**src/rtl/pwr_mode_pkg.sv**
```systemverilog
package pwr_mode_pkg;

    typedef enum logic [1:0] {
        PM_RUN    = 2'b00,
        PM_SLEEP  = 2'b01,
        PM_STBY   = 2'b10,
        PM_SETTLE = 2'b11
    } pm_state_e;

    typedef enum logic [1:0] {
        WK_IRQ    = 2'b00,
        WK_DMAERR = 2'b01,
        WK_NMI    = 2'b10,
        WK_RESET  = 2'b11
    } wake_cause_e;

    typedef struct packed {
        logic        hit;
        wake_cause_e cause;
    } wake_ev_t;

    function automatic int unsigned clamp_exp(input int unsigned e,
                                              input int unsigned lo,
                                              input int unsigned hi);
        if (e < lo) return lo;
        if (e > hi) return hi;
        return e;
    endfunction

endpackage

```
**src/rtl/pwr_nmi_blank.sv**
```systemverilog
module pwr_nmi_blank #(
    parameter int BLANK_CYC = 5
) (
    input  logic clk,
    input  logic rst,
    input  logic arm,
    input  logic nmi_in,
    output logic nmi_ok
);
    localparam int CW = $clog2(BLANK_CYC + 1);

    logic [CW-1:0] cnt_q;

    always_ff @(posedge clk) begin
        if (rst) begin
            cnt_q <= '0;
        end else if (arm) begin
            cnt_q <= CW'(BLANK_CYC);
        end else if (cnt_q != '0) begin
            cnt_q <= cnt_q - 1'b1;
        end
    end

    // strobe cycle blanked combinationally, following cycles by the counter
    assign nmi_ok = nmi_in && !arm && (cnt_q == '0);
endmodule

```
**src/rtl/pwr_wake_qual.sv**
```systemverilog
module pwr_wake_qual
    import pwr_mode_pkg::*;
#(
    parameter int LVL_W = 4
) (
    input  logic             in_sleep,
    input  logic             in_stby,
    input  logic             irq_req,
    input  logic [LVL_W-1:0] irq_level,
    input  logic [LVL_W-1:0] cpu_mask,
    input  logic             irq_src_en,
    input  logic             dma_addr_err,
    input  logic             nmi_ok,
    output wake_ev_t         ev
);
    logic irq_ok;

    assign irq_ok = irq_req && irq_src_en && (irq_level > cpu_mask);

    always_comb begin
        ev.hit   = 1'b0;
        ev.cause = WK_IRQ;
        if (in_stby) begin
            if (nmi_ok) begin
                ev.hit   = 1'b1;
                ev.cause = WK_NMI;
            end
        end else if (in_sleep) begin
            if (nmi_ok) begin
                ev.hit   = 1'b1;
                ev.cause = WK_NMI;
            end else if (dma_addr_err) begin
                ev.hit   = 1'b1;
                ev.cause = WK_DMAERR;
            end else if (irq_ok) begin
                ev.hit   = 1'b1;
                ev.cause = WK_IRQ;
            end
        end
    end
endmodule

```
**src/rtl/pwr_settle_timer.sv**
```systemverilog
module pwr_settle_timer
    import pwr_mode_pkg::*;
#(
    parameter int EXP_W   = 4,
    parameter int MIN_EXP = 3,
    parameter int MAX_EXP = 12
) (
    input  logic             clk,
    input  logic             rst,
    input  logic             load,
    input  logic [EXP_W-1:0] exp_sel,
    output logic             done
);
    localparam int CNT_W = MAX_EXP;

    logic [CNT_W-1:0] cnt_q;
    logic [CNT_W-1:0] ld_val;

    always_comb begin
        ld_val = CNT_W'((64'd1 << clamp_exp(32'(exp_sel), MIN_EXP, MAX_EXP)) - 64'd1);
    end

    always_ff @(posedge clk) begin
        if (rst) begin
            cnt_q <= '0;
        end else if (load) begin
            cnt_q <= ld_val;
        end else if (cnt_q != '0) begin
            cnt_q <= cnt_q - 1'b1;
        end
    end

    assign done = (cnt_q == '0);
endmodule

```
**src/rtl/pwr_mode_ctrl.sv**
```systemverilog
module pwr_mode_ctrl
    import pwr_mode_pkg::*;
#(
    parameter int LVL_W     = 4,
    parameter int BLANK_CYC = 5,
    parameter int EXP_W     = 4,
    parameter int MIN_EXP   = 3,
    parameter int MAX_EXP   = 12
) (
    input  logic             clk,
    input  logic             por,
    input  logic             mrst,
    input  logic             sleep_stb,
    input  logic             sel_we,
    input  logic             sel_wd,
    input  logic             irq_req,
    input  logic [LVL_W-1:0] irq_level,
    input  logic [LVL_W-1:0] cpu_mask,
    input  logic             irq_src_en,
    input  logic             dma_addr_err,
    input  logic             nmi,
    input  logic [EXP_W-1:0] settle_exp,
    output logic             stby_sel,
    output logic             cpu_clk_en,
    output logic             per_clk_en,
    output logic             per_init,
    output logic             wake_req,
    output logic [1:0]       wake_cause
);
    pm_state_e   st_q, st_n;
    wake_cause_e cause_q, cause_n;
    logic        sel_q;
    logic        wake_n;
    logic        arm, nmi_ok, settle_done, settle_load;
    wake_ev_t    ev;

    assign arm = (st_q == PM_RUN) && sleep_stb && !mrst;

    pwr_nmi_blank #(.BLANK_CYC(BLANK_CYC)) u_blank (
        .clk    (clk),
        .rst    (por),
        .arm    (arm),
        .nmi_in (nmi),
        .nmi_ok (nmi_ok)
    );

    pwr_wake_qual #(.LVL_W(LVL_W)) u_qual (
        .in_sleep     (st_q == PM_SLEEP),
        .in_stby      (st_q == PM_STBY),
        .irq_req      (irq_req),
        .irq_level    (irq_level),
        .cpu_mask     (cpu_mask),
        .irq_src_en   (irq_src_en),
        .dma_addr_err (dma_addr_err),
        .nmi_ok       (nmi_ok),
        .ev           (ev)
    );

    assign settle_load = (st_q == PM_STBY) && ev.hit && !mrst;

    pwr_settle_timer #(
        .EXP_W   (EXP_W),
        .MIN_EXP (MIN_EXP),
        .MAX_EXP (MAX_EXP)
    ) u_settle (
        .clk     (clk),
        .rst     (por),
        .load    (settle_load),
        .exp_sel (settle_exp),
        .done    (settle_done)
    );

    always_comb begin
        st_n    = st_q;
        wake_n  = 1'b0;
        cause_n = cause_q;
        if (mrst) begin
            st_n = PM_RUN;
            if (st_q != PM_RUN) begin
                wake_n  = 1'b1;
                cause_n = WK_RESET;
            end
        end else begin
            unique case (st_q)
                PM_RUN: begin
                    if (sleep_stb) st_n = sel_q ? PM_STBY : PM_SLEEP;
                end
                PM_SLEEP: begin
                    if (ev.hit) begin
                        st_n    = PM_RUN;
                        wake_n  = 1'b1;
                        cause_n = ev.cause;
                    end
                end
                PM_STBY: begin
                    if (ev.hit) st_n = PM_SETTLE;
                end
                PM_SETTLE: begin
                    if (settle_done) begin
                        st_n    = PM_RUN;
                        wake_n  = 1'b1;
                        cause_n = WK_NMI;
                    end
                end
                default: st_n = PM_RUN;
            endcase
        end
    end

    always_ff @(posedge clk) begin
        if (por) begin
            st_q       <= PM_RUN;
            sel_q      <= 1'b0;
            cpu_clk_en <= 1'b1;
            per_clk_en <= 1'b1;
            per_init   <= 1'b0;
            wake_req   <= 1'b0;
            cause_q    <= WK_IRQ;
        end else begin
            if (sel_we) sel_q <= sel_wd;
            st_q       <= st_n;
            cpu_clk_en <= (st_n == PM_RUN);
            per_clk_en <= (st_n == PM_RUN) || (st_n == PM_SLEEP);
            per_init   <= (st_q == PM_RUN) && (st_n == PM_STBY);
            wake_req   <= wake_n;
            cause_q    <= cause_n;
        end
    end

    assign stby_sel   = sel_q;
    assign wake_cause = cause_q;
endmodule

```
**config.mk**
```make
export PLATFORM = sky130hd
export DESIGN_NAME = pwr_mode_ctrl
export DESIGN_NICKNAME = d
export VERILOG_FILES = /design/src/rtl/pwr_mode_pkg.sv /design/src/rtl/pwr_nmi_blank.sv /design/src/rtl/pwr_wake_qual.sv /design/src/rtl/pwr_settle_timer.sv /design/src/rtl/pwr_mode_ctrl.sv
export SDC_FILE = /design/constraint.sdc
export NUM_CORES = 1
export LEC_CHECK = 0
export BUFFER_PORTS_ARGS = -buffer_cell sky130_fd_sc_hd__buf_4
export CORE_ASPECT_RATIO = 1.25
export CORE_MARGIN = 1
export CORE_UTILIZATION = 40
export CTS_BUF_LIST = sky130_fd_sc_hd__clkbuf_4
export CTS_CLUSTER_DIAMETER = 40
export DETAILED_ROUTE_END_ITERATION = 16
export GPL_ROUTABILITY_DRIVEN = 0
export PLACE_DENSITY_LB_ADDON = 0.12
export SYNTH_ARGS = -nofsm -noshare
export SYNTH_HDL_FRONTEND = slang
export SYNTH_SLANG_ARGS = --single-unit
```
**constraint.sdc**
```tcl
create_clock -name clk -period 3.4 [get_ports clk]
set_input_delay 0.51 -clock clk [delete_from_list [all_inputs] [get_ports clk]]
set_output_delay 0.51 -clock clk [all_outputs]
set_load 0.02 [all_outputs]
```
==> results of run 1 <==
==> power groups by stage <==
stage / Sequential (mW) / Combinational, mW / Clock [mW]
2_1_floorplan: 0.406 / 0.478 / 0
3_3_place_gp: 0.413 / 0.568 / 0
3_5_place_dp: 0.417 / 0.584 / 0
4_1_cts: 0.411 / 0.589 / 0.136
5_1_grt: 0.423 / 0.656 / 0.142
6_report: 0.411 / 0.586 / 0.129
==> layer usage <==
layer | up-vias | GRT usage (%) | routed length (um)
met5 | - | 0 | 0
met4 | 0 | 10.3 | 94
met3 | 10 | 2.43 | 148
met2 | 39 | 36.3 | 1670
met1 | 624 | 18.7 | 1320
li1 | 672 | - | -
==> synthesized netlist by cell type, drive strengths merged (2+ instances only) <==
master   instances
a2111oi          2
a211oi           3
a21o             2
a21oi           13
a221oi           4
and3             2
buf              3
clkbuf           6
dfxtp           24
ha               8
inv             13
mux2i            5
nand2           13
nand3            4
nor2            19
nor2b            3
nor3             7
o211ai           2
o21ai            4
o31ai            4
or2              3
or3              2
or4              4
xnor2            5
xor2             5
==> cells by family after synthesis <==
family	after synthesis	synth area share, %
and+or+nand+nor	64	22.4
AOI/OAI and AO/OA	42	21.1
DFF	24	33.5
buffers and inverters	22	6.45
xor gates and xnor gates	10	6.10
adders and majority gates	8	6.97
muxes	5	3.49
==> final timing paths <==
check	depth (start not counted)	end	slack (ns)
worst min-delay path	2	u_blank.cnt_q[2]	0.41
worst min register to register	2	wake_cause[0]	0.47
worst max-delay path	11	u_settle.cnt_q[4]	0.55
worst max register to register	11	u_settle.cnt_q[4]	0.55
==> sequential cells by signal, indices dropped and copies added (netlist names) <==
name,flops
st_q,2
wake_req,1
stby_sel,1
per_init,1
u_blank.cnt_q,3
wake_cause,2
u_settle.cnt_q,12
per_clk_en,1
cpu_clk_en,1
==> area by class of cell <==
| type | count | area (um^2) |
|---|---|---|
| clock buffer | 3 | 22.5 |
| fill | 322 | 1640 |
| sequential | 24 | 480 |
| tap | 37 | 46.3 |
| timing repair buffer | 28 | 210 |
| clock inverter | 1 | 3.75 |
| inverter | 13 | 48.8 |
| multi-input combinational | 129 | 862 |
==> placed cells by master (no fill, tap or decap), drive strengths merged, types with 2 or more instances in the layout <==
master | Yosys | final
nor3 | 7 | 7
nand3 | 4 | 4
mux2i | 5 | 5
or2 | 3 | 3
ha | 8 | 8
a2111oi | 2 | 2
a21oi | 13 | 13
nor2 | 19 | 19
o211ai | 2 | 2
or4 | 4 | 4
buf | 3 | 28
nand2 | 13 | 13
a221oi | 4 | 4
a211oi | 3 | 3
inv | 13 | 13
nor2b | 3 | 3
xnor2 | 5 | 5
clkbuf | 6 | 3
dfxtp | 24 | 24
a21o | 2 | 2
or3 | 2 | 2
xor2 | 5 | 5
o31ai | 4 | 4
and3 | 2 | 2
o21ai | 4 | 4
==> through the flow <==
stage / utilization (%) / std cells / setup WS, ns / power [mW] / area, um^2
CTS: 50.6 / 235 / 0.559 / 1.14 / 1670
detailed placement: 49.8 / 231 / 0.568 / 1.00 / 1650
floorplan: - / 175 / 0.746 / 0.884 / 1440
global placement: 49.8 / 231 / 0.736 / 0.981 / 1650
global route: 50.6 / 235 / 0.310 / 1.22 / 1670
finish: 50.6 / 235 / 0.548 / 1.13 / 1670
==> impl_metrics.yaml, run 1 <==
global_routing:
  track_usage_pct: 18.3
  grt_max_degree: 15
  grt_pass1_vias: 1351
  grt_pass1_wl_um: 5530
  grt_overflow: 0
  antenna_found_initial: 0
timing:
  hold_viol: 0
  max_slew_margin_pct: 62.6
  final-setup-viol-count: 0
  min_period_ns: 2.85
  post-route-period-util_pct: 83.9
  final.setup_skew_ns: 0.0107
  tns_ns: 0
  fmax_mhz: 351
  hold_ws_ns: 0.411
  slew_viol_final: 0
  tightest_slew_ns: 0.558
  rsz0062_at_grt: "no"
worst_setup_path:
  crit_required_ns: 3.64
  crit_path_top_delay_cell: "or4_1"
  crit_family: "simple AND/OR/NAND/NOR gates"
  crit_path_cell_trace: "inv_1 > ha_1 > ha_1 > and3_1 > nand2_1 > nand2_1 > ha_1 > or4_1 > nand2_1 > a221oi_1 > a211oi_1"
  critPathKind: "flop to flop"
  cp-start-kind: "flop"
  cp_max_fo: 14
  worstPathBufferInverterCount: 1
  cp.arrival_ns: 3.09
  crit_start: "u_blank.cnt_q[0]"
  r2r-start: "u_blank.cnt_q[0]"
  critPathMaxStageDelay_ns: 0.43
  end_kind: "flop"
pwr:
  p_sw_share_pct: 42.6
  p_int_mw: 0.647
  clockPowerShare_pct: 11.5
  vdd_drop_max_mv: 0.415
  sequentialPowerShare_pct: 36.5
  p_per_area_nw_per_um2: 673
  cellLeakagePower_nw: 0.740
  power_frac_comb_pct: 52.0
  p_switching_mw: 0.480
cts:
  clkTransAtPathRegs_ns: 0.14
  clockBufferDepth: 2
  insertion_delay_ns: 0.32
  post_cts_buffers: 0
  tritoncts: "yes"
  numCtsBuffers: 3
  cts_repair_resize_count: 0
  h-tree-depth: 1
  clkSinkCount: 24
  root_buffer: "clkbuf_4"
  ctsHoldBuffers: 0
route:
  drt-total-wl_um: 3240
  dr_total_vias: 1345
  avgViaCountPerCell: 5.72
  drt_first_iter_violations: 32
  wire_per_inst_um: 13.8
  ant_nets: 0
  drcViolationCount: 0
  dr.pass1.iters: 4
synth:
  syn-num-nets: 205
  synth_edf_count: 0
  yosys.area.top_type: "dfxtp_1"
  synthArstFlopShare_pct: 0
  synth_cell_types: 43
  syn_inst: 175
  yosysWarnings: 0
  netlist_top_cells_area: "dfxtp_1 (33%), ha_1 (7.0%), nor2_1 (5.0%), a21oi_1 (4.5%), mux2i_1 (3.5%)"
  ys_seq_area_share_pct: 33.5
  synthFlopType: "dfxtp_1"
  synth_top_area_share_pct: 33.5
  ys_seq_elements: 24
  syn_area_um2: 1440
  syn_area_per_cell_um2: 8.20
finish:
  antenna_cells: 0
  fin_nets: 229
  area_growth_pct: 16.7
  drive_above_1_share_pct: 18.2
die:
  io_pins: 29
  initial_core_util_pct: 43.4
  rows: 23
  die-area_um2: 3830
  coreArea_um2: 3310
  dieWidth_um: 55.6
  dieHeight_um: 69.0
hold_path:
  min_path_type: "input port to flop"
  min-delay-start: "por"
placed_design:
  port_buffers: 28
  dp.final_hpwl_um: 2520
run_status:
  status: "completed"
flow_run:
  cap_violations: 0
(Power assumes the default switching activity.)
==> run 2: changes to the inputs <==
- clock period: 3.4 -> 2.5 ns (I/O delays scaled with it)
==> impl_metrics.yaml, run 2 (synthesized netlist as in run 1, its figures left out) <==
flow_run:
  cap_violations: 0
global_routing:
  grt_pass1_wl_um: 5560
  antenna_found_initial: 0
  grt_pass1_vias: 1299
  grt_overflow: 0
  grt_max_degree: 15
  track_usage_pct: 18.6
finish:
  antenna_cells: 0
  largest_reg_flops: 12
  stdcell_count: 240
  regMostFlops: "u_settle.cnt_q"
  fin_area_um2: 1740
  multiInputGateArea_um2: 862
  regArea_um2: 480
  fin_nets: 234
  area_growth_pct: 21.1
  layout_commonest_cell: "buf_4"
  drive_above_1_share_pct: 20.7
  reg_top3: "u_settle.cnt_q: 12 flops, u_blank.cnt_q: 3 flops"
  final_cell_mix: "buf_4 (33), dfxtp_1 (24), nor2_1 (19), nand2_1 (13), a21oi_1 (13)"
  nFillCells: 327
timing:
  max_slew_margin_pct: 71.1
  fmax_mhz: 427
  min_period_ns: 2.34
  tns_ns: 0
  final-setup-viol-count: 0
  tightest_slew_ns: 0.423
  post-route-period-util_pct: 93.6
  slew_viol_final: 0
  hold_viol: 0
  rsz0062_at_grt: "no"
  final.setup_skew_ns: 0.0103
die:
  io_pins: 29
  dieWidth_um: 55.6
  dieHeight_um: 69.0
  coreArea_um2: 3310
  initial_core_util_pct: 43.4
  die-area_um2: 3830
  rows: 23
pwr:
  sequentialPowerShare_pct: 34.0
  cellLeakagePower_nw: 0.777
  p_sw_share_pct: 39.0
  p_switching_mw: 0.642
  p_int_mw: 1.00
  p_per_area_nw_per_um2: 947
  power_frac_comb_pct: 49.3
  clockPowerShare_pct: 16.8
  vdd_drop_max_mv: 0.669
route:
  drt-total-wl_um: 3220
  dr.pass1.iters: 4
  ant_nets: 0
  dr_total_vias: 1359
  drt_first_iter_violations: 29
  wire_per_inst_um: 13.4
  drcViolationCount: 0
  avgViaCountPerCell: 5.66
worst_setup_path:
  crit_path_top_delay_cell: "or4_1"
  end_kind: "flop"
  crit_family: "simple AND/OR/NAND/NOR gates"
  cp_max_fo: 6
  cp-start-kind: "flop"
  r2r_setup_slack_ns: 0.16
  cp.arrival_ns: 2.59
  crit_cells: 11
  worstPathBufferInverterCount: 1
  crit_path_cell_trace: "inv_1 > ha_1 > ha_1 > and3_1 > nand2_1 > nand2_1 > ha_1 > or4_1 > nand2_1 > a221oi_1 > a211oi_1"
  worstReg2RegEnd: "u_settle.cnt_q[4]"
  crit_required_ns: 2.75
  r2r.worst_path.cells: 11
  r2r-start: "u_blank.cnt_q[0]"
  critPathMaxStageDelay_ns: 0.41
  critPathKind: "flop to flop"
hold_path:
  whs_path_depth: 3
  min-delay-start: "sel_wd"
  min_path_type: "input port to flop"
  hold_path_end: "stby_sel"
placed_design:
  placedCellCount: 236
  port_buffers: 28
  dpl_cell_area_um2: 1690
  dp.final_hpwl_um: 2540
cts:
  clkSinkCount: 24
  cts_repair_resize_count: 0
  insertion_delay_ns: 0.32
  ctsHoldBuffers: 0
  root_buffer: "clkbuf_4"
  numCtsBuffers: 3
  clkTransAtPathRegs_ns: 0.13
  tritoncts: "yes"
  post_cts_buffers: 0
  clockBufferDepth: 2
  h-tree-depth: 1
run_status:
  status: "completed"
[run 2: tightest hold or removal path, stage by stage]
cell,delay (ns)
buf_4,0.08
mux2i_1,0.05
nor2_1,0.07
[run 2: worst max-delay path by stage]
stage / from / to / slack [ns]
6_report: u_blank.cnt_q[0] / u_settle.cnt_q[4] / 0.16
5_1_grt: u_blank.cnt_q[0] / u_settle.cnt_q[4] / 0.03
4_1_cts: u_blank.cnt_q[0] / u_settle.cnt_q[4] / 0.17
3_5_place_dp: u_blank.cnt_q[0] / u_settle.cnt_q[4] / 0.19
3_3_place_gp: u_blank.cnt_q[0] / u_settle.cnt_q[4] / 0.26
2_1_floorplan: u_blank.cnt_q[0] / u_settle.cnt_q[8] / 0.005
[run 2: stage by stage]
stage / total power, mW / setup WS, ns / hold slack, ns / util, %
global placement: 1.37 / 0.260 / 0.457 / 50.9
floorplan: 1.21 / 0.00451 / 0.450 / -
global route: 1.80 / 0.0299 / 0.279 / 52.5
finish: 1.65 / 0.161 / 0.282 / 52.5
detailed placement: 1.38 / 0.192 / 0.462 / 50.9
CTS: 1.67 / 0.166 / 0.267 / 52.5
[run 2: power groups by stage]
stage / Combinational (mW) / Clock [mW] / Sequential (mW)
floorplan: 0.654 / 0 / 0.552
finish: 0.810 / 0.276 / 0.559
detailed placement: 0.812 / 0 / 0.569
CTS: 0.819 / 0.292 / 0.558
global placement: 0.807 / 0 / 0.566
global route: 0.923 / 0.301 / 0.573
[run 2: routing by layer]
metal | wire length, um | global-route usage [%] | part of all wire, % | up-vias
met3 | 153 | 2.43 | 4.8 | 5
met4 | 46 | 6.56 | 1.4 | 0
li1 | - | - | - | 685
met2 | 1680 | 39.5 | 52 | 36
met5 | 0 | 0 | 0 | -
met1 | 1340 | 18.5 | 42 | 633
[run 2: cell type report]
| class | instances | share of cell area, % |
|---|---|---|
| inverter | 13 | 2.81 |
| clock inverter | 1 | 1.73 |
| tap | 37 | 2.66 |
| clock buffer | 3 | 1.30 |
| sequential | 24 | 27.6 |
| timing repair buffer | 33 | 14.3 |
| multi-input combinational | 129 | 49.6 |
==> run 3: changes to the inputs <==
- clock period: 2.5 -> 2.9 ns (I/O delays scaled with it)
==> impl_metrics.yaml, run 3 (synthesized netlist as in run 1, its figures left out) <==
cts:
  cts_repair_resize_count: 0
  numCtsBuffers: 3
  root_buffer: "clkbuf_4"
  insertion_delay_ns: 0.31
  clkSinkCount: 24
  clkTransAtPathRegs_ns: 0.13
  ctsHoldBuffers: 0
  tritoncts: "yes"
  post_cts_buffers: 0
  h-tree-depth: 1
  clockBufferDepth: 2
timing:
  fmax_mhz: 379
  min_period_ns: 2.64
  tightest_slew_ns: 0.557
  hold_viol: 0
  post-route-period-util_pct: 91.1
  final-setup-viol-count: 0
  rsz0062_at_grt: "no"
  slew_viol_final: 0
  tns_ns: 0
  final.setup_skew_ns: 0.0149
  max_slew_margin_pct: 62.7
finish:
  drive_above_1_share_pct: 19.0
  reg_top3: "u_settle.cnt_q: 12 flops, u_blank.cnt_q: 3 flops"
  nFillCells: 334
  fin_nets: 231
  layout_commonest_cell: "buf_4"
  regMostFlops: "u_settle.cnt_q"
  stdcell_count: 237
  antenna_cells: 0
  final_cell_mix: "buf_4 (30), dfxtp_1 (24), nor2_1 (19), nand2_1 (13), a21oi_1 (13)"
  largest_reg_flops: 12
  area_growth_pct: 17.7
route:
  drt-total-wl_um: 3210
  dr.pass1.iters: 4
  wire_per_inst_um: 13.5
  avgViaCountPerCell: 5.67
  ant_nets: 0
  drcViolationCount: 0
  dr_total_vias: 1344
  drt_first_iter_violations: 68
placed_design:
  port_buffers: 28
  dp.final_hpwl_um: 2500
  placedCellCount: 233
die:
  rows: 23
  dieWidth_um: 55.6
  dieHeight_um: 69.0
  coreArea_um2: 3310
  io_pins: 29
  die-area_um2: 3830
  initial_core_util_pct: 43.4
worst_setup_path:
  r2r_setup_slack_ns: 0.26
  critPathKind: "flop to flop"
  cp_max_fo: 11
  cp.arrival_ns: 2.88
  crit_required_ns: 3.14
  r2r.worst_path.cells: 11
  end_kind: "flop"
  r2r-start: "u_blank.cnt_q[0]"
  worstReg2RegEnd: "u_settle.cnt_q[4]"
  cp-start-kind: "flop"
global_routing:
  grt_pass1_vias: 1279
  track_usage_pct: 17.6
  antenna_found_initial: 0
  grt_max_degree: 14
  grt_pass1_wl_um: 5370
  grt_overflow: 0
hold_path:
  whs_path_depth: 3
  min_path_type: "input port to flop"
  hold_path_end: "stby_sel"
  min-delay-start: "sel_wd"
run_status:
  status: "completed"
pwr:
  vdd_drop_max_mv: 0.481
  cellLeakagePower_nw: 0.749
  p_per_area_nw_per_um2: 777
  p_total_mw: 1.31
flow_run:
  cap_violations: 0
## run 3: worst max-delay path by stage
stage                                start  slack (ns)  cells after the start                 to
after global routing      u_blank.cnt_q[0]        0.04                     10  u_settle.cnt_q[8]
final                     u_blank.cnt_q[0]        0.26                     11  u_settle.cnt_q[4]
after floorplan           u_blank.cnt_q[0]        0.25                     13  u_settle.cnt_q[8]
after CTS                 u_blank.cnt_q[0]        0.26                     11  u_settle.cnt_q[4]
after global placement    u_blank.cnt_q[0]        0.46                     11  u_settle.cnt_q[4]
after detailed placement  u_blank.cnt_q[0]        0.30                     11  u_settle.cnt_q[4]
## run 3: report_power, final
group	internal, mW	total [mW]	leakage, nW	switching [mW]
Combinational	0.296	0.687	0.537	0.391
Sequential	0.412	0.481	0.197	0.0683
Clock	0.0502	0.145	0.0154	0.0945
Total	0.759	1.31	0.749	0.554
## run 3: critical path, stage by stage, from the launching register on
cell and delay, ns:
dfxtp_1 0.37, inv_1 0.05, ha_1 0.21, ha_1 0.31, and3_1 0.24, nand2_1 0.16
nand2_1 0.09, ha_1 0.34, or4_1 0.44, nand2_1 0.07, a221oi_1 0.07, a211oi_1 0.23
## run 3: layout make-up
class	instances	area (um^2)	area share, %
multi-input cells	129	862	51.0
flip-flops and latches	24	480	28.4
repair buffers	30	225	13.3
inverters	13	48.8	2.89
well taps	37	46.3	2.74
clock buffers	3	22.5	1.33
clock inverters	1	3.75	0.222
## run 3: per-stage QoR
stage	setup slack, ns	cell area (um^2)	hold slack (ns)	util [%]
detailed placement	0.303	1660	0.457	50.2
global placement	0.457	1660	0.459	50.2
finish	0.259	1690	0.347	51.0
global route	0.0374	1690	0.336	51.0
floorplan	0.246	1440	0.450	-
CTS	0.262	1690	0.335	51.0
## run 3: metal layers
| layer | up-vias | wire length (um) | track usage, % |
|---|---|---|---|
| li1 | 678 | - | - |
| met1 | 631 | 1340 | 18.3 |
| met4 | 0 | 25 | 7.50 |
| met2 | 33 | 1690 | 35.5 |
| met3 | 2 | 153 | 2.43 |
| met5 | - | 0 | 0 |
